--- config.mk ---
export PLATFORM = sky130hd
export DESIGN_NAME = fpu_dispatch_interlock
export DESIGN_NICKNAME = d
export VERILOG_FILES = /design/src/rtl/fdq_pkg.sv /design/src/rtl/fdq_dep_match.sv /design/src/rtl/fdq_accept.sv /design/src/rtl/fpu_dispatch_interlock.sv
export SDC_FILE = /design/constraint.sdc
export NUM_CORES = 1
export LEC_CHECK = 0
export BUFFER_PORTS_ARGS = -buffer_cell sky130_fd_sc_hd__buf_2
export CAP_MARGIN = 20
export CORE_MARGIN = 2
export CORE_UTILIZATION = 47
export CTS_CLUSTER_DIAMETER = 50
export DETAILED_ROUTE_END_ITERATION = 7
export PLACE_DENSITY = 0.82
export SYNTH_ARGS = -nofsm -noshare
export SYNTH_HDL_FRONTEND = slang
export SYNTH_SLANG_ARGS = --single-unit
--- constraint.sdc ---
create_clock -name clk -period 3.5 [get_ports clk]
set_clock_uncertainty 0.2 [all_clocks]
set_input_delay 0.35 -clock clk [delete_from_list [all_inputs] [get_ports clk]]
set_output_delay 0.35 -clock clk [all_outputs]
set_load 0.03 [all_outputs]
--- src/rtl/fdq_pkg.sv ---
package fdq_pkg;
    localparam int DEF_TAG_W   = 6;
    localparam int DEF_REG_W   = 5;
    localparam int DEF_NUM_SRC = 2;
endpackage

--- src/rtl/fdq_dep_match.sv ---
module fdq_dep_match #(
    parameter int REG_W   = 5,
    parameter int NUM_SRC = 2
) (
    input  logic [NUM_SRC*REG_W-1:0] src,
    input  logic [REG_W-1:0]         dst,
    output logic                     hit
);
    logic [NUM_SRC-1:0] eq;

    for (genvar i = 0; i < NUM_SRC; i++) begin : g_cmp
        assign eq[i] = (src[i*REG_W +: REG_W] == dst);
    end

    assign hit = |eq;
endmodule

--- src/rtl/fdq_accept.sv ---
module fdq_accept (
    input  logic valid,
    input  logic busy,
    input  logic done,
    input  logic mem_hold,
    output logic done_eff,
    output logic stall_live,
    output logic accept
);
    always_comb begin
        stall_live = valid & busy & ~done;
        done_eff   = done & busy & ~mem_hold;
        accept     = valid & ~mem_hold & ~stall_live;
    end
endmodule

--- src/rtl/fpu_dispatch_interlock.sv ---
module fpu_dispatch_interlock #(
    parameter int TAG_W   = fdq_pkg::DEF_TAG_W,
    parameter int REG_W   = fdq_pkg::DEF_REG_W,
    parameter int NUM_SRC = fdq_pkg::DEF_NUM_SRC
) (
    input  logic                     clk,
    input  logic                     rst_n,
    input  logic                     disp_valid,
    input  logic [TAG_W-1:0]         disp_tag,
    input  logic [NUM_SRC*REG_W-1:0] disp_src,
    input  logic [REG_W-1:0]         disp_dst,
    input  logic                     fpu_done,
    input  logic                     mem_hold,
    output logic                     int_stall,
    output logic                     fp_hold,
    output logic                     q_busy,
    output logic [TAG_W-1:0]         q_tag,
    output logic [REG_W-1:0]         q_dst
);
    typedef struct packed {
        logic             busy;
        logic [TAG_W-1:0] tag;
        logic [REG_W-1:0] dst;
        logic             hold;
        logic             frz_stall;
    } state_t;

    state_t state_q, state_d;
    logic   dep_hit, done_eff, stall_live, accept;

    fdq_dep_match #(.REG_W(REG_W), .NUM_SRC(NUM_SRC)) u_dep (
        .src (disp_src),
        .dst (state_q.dst),
        .hit (dep_hit)
    );

    fdq_accept u_acc (
        .valid      (disp_valid),
        .busy       (state_q.busy),
        .done       (fpu_done),
        .mem_hold   (mem_hold),
        .done_eff   (done_eff),
        .stall_live (stall_live),
        .accept     (accept)
    );

    always_comb begin
        state_d = state_q;
        if (!mem_hold) begin
            state_d.frz_stall = stall_live;
            state_d.hold      = stall_live & dep_hit;
            if (done_eff) begin
                state_d.busy = 1'b0;
            end
            if (accept) begin
                state_d.busy = 1'b1;
                state_d.tag  = disp_tag;
                state_d.dst  = disp_dst;
            end
        end
    end

    always_ff @(posedge clk or negedge rst_n) begin
        if (!rst_n) begin
            state_q <= '0;
        end else begin
            state_q <= state_d;
        end
    end

    assign int_stall = mem_hold ? state_q.frz_stall : stall_live;
    assign fp_hold   = state_q.hold;
    assign q_busy    = state_q.busy;
    assign q_tag     = state_q.tag;
    assign q_dst     = state_q.dst;
endmodule

==> run_results.csv, run 1 <==
group,metric,value,unit
status,outcome,"complete, no violations",
clock_tree,cts_tree,"built",
final_layout,insertedDiodeCount,0,
clock_tree,clk_latency,0.27,ns
synth,yosysWarnings,0,
timing,fmax,0.5111,GHz
final_layout,nNetsFinal,118,
timing,slew_viol_final,0,
synth,synth.area.mux_share,20.54,%
global_routing,antenna_found_initial,0,
final_layout,drive_above_1_share,62.64,%
final_layout,final_cell_mix,"buf_2, dfrtp_1, mux2_4, xor2_1, clkbuf_4",
placed_design,io_buffers,39,
timing,finalHoldViolations,0,
clock_tree,cts-root-buf,"clkbuf_4",
floorplanning,start_util,50.97,%
timing,holdWs,0.09722,ns
routing,drt_iter0_markers,3,
timing,setup_viol,0,
placed_design,place_congestion,0.6094,
setup_path,start_kind,"register",
floorplanning,die_area,2015,sq um
placed_design,dpl_cell_area,903.4,sq um
synth,synth_xor_xnor_area_share,11.15,%
setup_path,crit_fanout,4,
synth,syn_nets,85,
clock_tree,cts_sinks,14,
timing,relSlewSlack,68.07,%
floorplanning,num_rows,14,
clock_tree,postCtsHoldBufs,1,
final_layout,final_cell_area,949.7,sq um
synth,yosysSeqAreaShare,44.59,%
hold_path,hp-class,"in -> reg",
timing,worstMarginPinSlew,0.4778,ns
clock_tree,post_cts_buffers,0,
final_layout,area_growth,20.86,%
timing,min_period,1.956,ns
routing,drcViolationCount,0,
synth,synth_cell_types,17,
global_routing,grt_pass1_vias,515,
final_layout,final_common_cell,"buf_2",
synth,synthSimpleGateAreaFrac,5.892,%
floorplanning,die_width,44.89,um
global_routing,grt_max_degree,15,
timing,fin_setup_tns,0,ns
clock_tree,cts_max_level,1,
global_routing,track_usage,14.92,%
pwr,power.leakage,0.5046,nW
floorplanning,die_h,44.89,um
flow_run,drv_cap,0,
setup_path,critical_path_class,"reg -> out",
floorplanning,ios,40,
floorplanning,core,1541,sq um
synth,synth_area,785.8,sq um
routing,drt_wl_total,1294,um
clock_tree,ctsResizeCount,0,
pwr,p_total,0.5049,mW
pwr,powerDensity,531.6,nW/um^2
setup_path,cp.arrival,1.41,ns
routing,drtAntennaViolNets,0,
routing,vias_per_cell,5.028,
clock_tree,path_clk_slew,0.08,ns
synth,synth_compound_area_share,4.936,%
routing,firstDrtPassIters,4,
pwr,ir_drop,0.2938,mV
synth,synth_fa_ha_area_share,0,%
routing,via_count,538,
setup_path,worstPathRequired,2.95,ns
clock_tree,cts_buffer_depth,2,
synth,synth_top_family_by_area,"multiplexers",
global_routing,grt_pass1_wl,2063,um
synth,syn_avg_cell_area,13.32,sq um
synth,synthCells,59,
timing,min_period_over_period,55.90,%
synth,synth_seq_cells,14,
timing,rsz0062_at_grt,"no",
clock_tree,cts_buffers,3,
routing,wl_per_cell,12.09,um
setup_path,end_kind,"output port",
global_routing,grt_remaining_overflow,0,
[power breakdown]
part	switching, mW	internal (mW)
combinational	0.0963	0.0798
clock	0.0509	0.0632
sequential	0.0254	0.189
total	0.173	0.332
[cell families after synthesis]
logic type,Yosys count
mux,11
buf+inv,13
simple gates,7
xor+xnor,10
compound gates,4
flops,14
[synth_stat cells]
cell,number,area [sq um]
nand2_1,2,7.510
inv_1,1,3.750
xnor2_1,2,17.52
buf_8,1,15.01
nor3b_1,1,7.510
a21oi_4,1,16.27
buf_4,11,82.58
dfrtp_1,14,350.3
xor2_1,8,70.07
nand2b_4,1,13.76
nand3_1,1,5.000
mux2_2,1,11.26
a32oi_1,1,8.760
a21o_2,1,8.760
o21ai_0,1,5.000
mux2_4,10,150.1
nor4_1,2,12.51
[final timing paths]
path                        startpoint  cells past startpoint  slack, ns          to
min in group asynchronous        rst_n                      2       0.29    q_tag[2]
max reg2reg                     q_busy                      2       1.92    q_tag[1]
max                             q_busy                      3       1.54   int_stall
max in group asynchronous        rst_n                      2       2.58      q_busy
min reg2reg                 state_q[0]                      1       0.29  state_q[0]
min                        disp_tag[3]                      2        0.1    q_tag[3]
[final cells by class]
cell class | instances | area (sq um)
clock buffers | 4 | 36.28
fillers | 144 | 591.8
inverters | 1 | 3.754
multi-input cells | 32 | 334.1
flip-flops and latches | 14 | 350.3
well taps | 16 | 20.02
repair buffers | 40 | 205.2
[state kept, by name, indices dropped and copies added (netlist names)]
| signal | cells |
|---|---|
| fp_hold | 1 |
| q_busy | 1 |
| q_dst | 5 |
| q_tag | 6 |
| state_q | 1 |
[per-layer routing]
layer	up-vias	wire, um	track usage, %
met1	257	522	16.84
met4	0	9	7.059
met5	-	0	0
met3	2	87	4.800
li1	257	-	-
met2	22	675	25.51
[through the flow]
| step | instances | worst slack (ns) | util, % |
|---|---|---|---|
| after floorplan | 59 | 1.843 | - |
| after global placement | 102 | 1.694 | 58.60 |
| after detailed placement | 102 | 1.659 | 58.60 |
| after CTS | 107 | 1.529 | 61.61 |
| after global routing | 107 | 1.464 | 61.61 |
| final | 107 | 1.544 | 61.61 |
[critical path: stages, from the launching register on]
cell and delay [ns]:
dfrtp_1 0.44, nor3b_1 0.35, a21o_2 0.16, buf_2 0.19
Note: power is estimated with default switching activity, not from simulation.
==> run 2: changes to the inputs <==
- CORE_UTILIZATION: 47 -> 44
- PLACE_DENSITY: 0.82 -> 0.78
- clock period: 3.5 -> 1.85 ns (I/O delays scaled with it)
==> run_results.csv, run 2 (synthesized netlist as in run 1, its figures left out) <==
group,metric,value,unit
final_layout,drive_above_1_share,56.19,%
setup_path,r2r_start,"q_busy",
timing,rsz0062_at_grt,"no",
clock_tree,cts_max_level,1,
final_layout,final_cell_mix,"buf_2, dfrtp_1, dlygate4sd3_1, mux2_4, xor2_1",
pwr,ir_drop,0.5654,mV
final_layout,final_common_cell,"buf_2",
setup_path,start_kind,"register",
timing,min_period,1.677,ns
setup_path,r2r_slack,0.34,ns
routing,drcViolationCount,0,
setup_path,worstPathRequired,1.46,ns
routing,drt_wl_total,1605,um
floorplanning,die_width,46.26,um
setup_path,critical_path_class,"reg -> out",
placed_design,dp.cells,112,
global_routing,antenna_found_initial,0,
clock_tree,clk_latency,0.28,ns
global_routing,grt_remaining_overflow,0,
timing,fin_setup_tns,0,ns
placed_design,hpwl,1190,um
routing,wl_per_cell,12.35,um
pwr,power.leakage,0.5676,nW
hold_path,hp-class,"in -> reg",
clock_tree,cts_buffers,3,
clock_tree,cts-root-buf,"clkbuf_4",
timing,slew_viol_final,0,
final_layout,insertedDiodeCount,0,
setup_path,cp.arrival,1.29,ns
floorplanning,ios,40,
timing,setup_viol,0,
pwr,powerDensity,889.3,nW/um^2
timing,worstMarginPinSlew,0.3023,ns
routing,vias_per_cell,4.523,
final_layout,fin_util,65.35,%
global_routing,grt_pass1_vias,600,
clock_tree,cts_tree,"built",
final_layout,largest_register_ffs,6,
placed_design,io_buffers,39,
global_routing,grt_max_degree,15,
floorplanning,core,1708,sq um
timing,fmax,0.5963,GHz
clock_tree,path_clk_slew,0.09,ns
routing,drtAntennaViolNets,0,
clock_tree,post_cts_buffers,0,
timing,finalHoldViolations,0,
floorplanning,start_util,46.01,%
hold_path,hold_start,"fpu_done",
clock_tree,cts_buffer_depth,2,
setup_path,end_kind,"output port",
clock_tree,cts_sinks,14,
status,outcome,"complete, no violations",
setup_path,critPathLaunch,"q_busy",
routing,drt_iter0_markers,1,
global_routing,track_usage,17.36,%
final_layout,nNetsFinal,132,
placed_design,place_congestion,0.6981,
routing,via_count,588,
setup_path,crit_fanout,4,
routing,firstDrtPassIters,3,
global_routing,grt_pass1_wl,2504,um
floorplanning,num_rows,15,
flow_run,drv_cap,0,
final_layout,area_growth,42.04,%
floorplanning,die_h,46.26,um
final_layout,fin_cells,130,
floorplanning,die_area,2140,sq um
timing,min_period_over_period,90.66,%
timing,relSlewSlack,79.85,%
-- run 2: path summary, 6_finish.rpt --
| check | end | cells after the start |
|---|---|---|
| setup / recovery | int_stall | 3 |
| hold / removal | fp_hold | 4 |
| setup reg to reg | q_tag[1] | 3 |
| hold reg to reg | state_q[0] | 1 |
| max in group asynchronous | q_dst[3] | 2 |
| min in group asynchronous | fp_hold | 2 |
-- run 2: worst max-delay path, stage by stage, from the launching register on --
cell and delay [ns]:
dfrtp_1 0.43, nor3b_2 0.27, a21o_2 0.13, buf_2 0.18
-- run 2: layout make-up --
type                       instances  area, sq um
fill                             142        591.8
multi-input combinational         32        339.1
sequential                        14        350.3
inverter                           1        3.754
timing repair buffer              54        355.3
tap                               25        31.28
clock buffer                       4        36.28
-- run 2: power by group --
group | internal (mW) | switching (mW)
Sequential | 0.358 | 0.0510
Combinational | 0.174 | 0.190
Clock | 0.120 | 0.0996
Total | 0.652 | 0.341
-- run 2: metrics by stage --
step / area (sq um) / total power, mW / hold slack (ns) / setup slack, ns
floorplan: 785.8 / 0.7136 / -0.3106 / 0.3431
global placement: 934.6 / 0.7497 / -0.1175 / 0.3225
detailed placement: 934.6 / 0.7591 / -0.1073 / 0.3017
CTS: 1111 / 1.005 / 0.006893 / 0.01755
global route: 1116 / 1.050 / 0.02011 / 0.02755
finish: 1116 / 0.9925 / 0.004870 / 0.1729
-- run 2: what timing repair did --
item | in CTS | in global routing
hold buffers | 14 | 0
resized for setup | 0 | 1
endpoints found under the setup margin | 0 | 1
hold endpoints to repair | 28 | 0
-- run 2: routing by layer --
metal / up-vias / track usage, % / routed length, um
met4: 0 / 8.571 / 11
met2: 30 / 28.89 / 824
met1: 273 / 20.15 / 665
met3: 2 / 5.098 / 103
met5: - / 0 / 0
li1: 283 / - / -
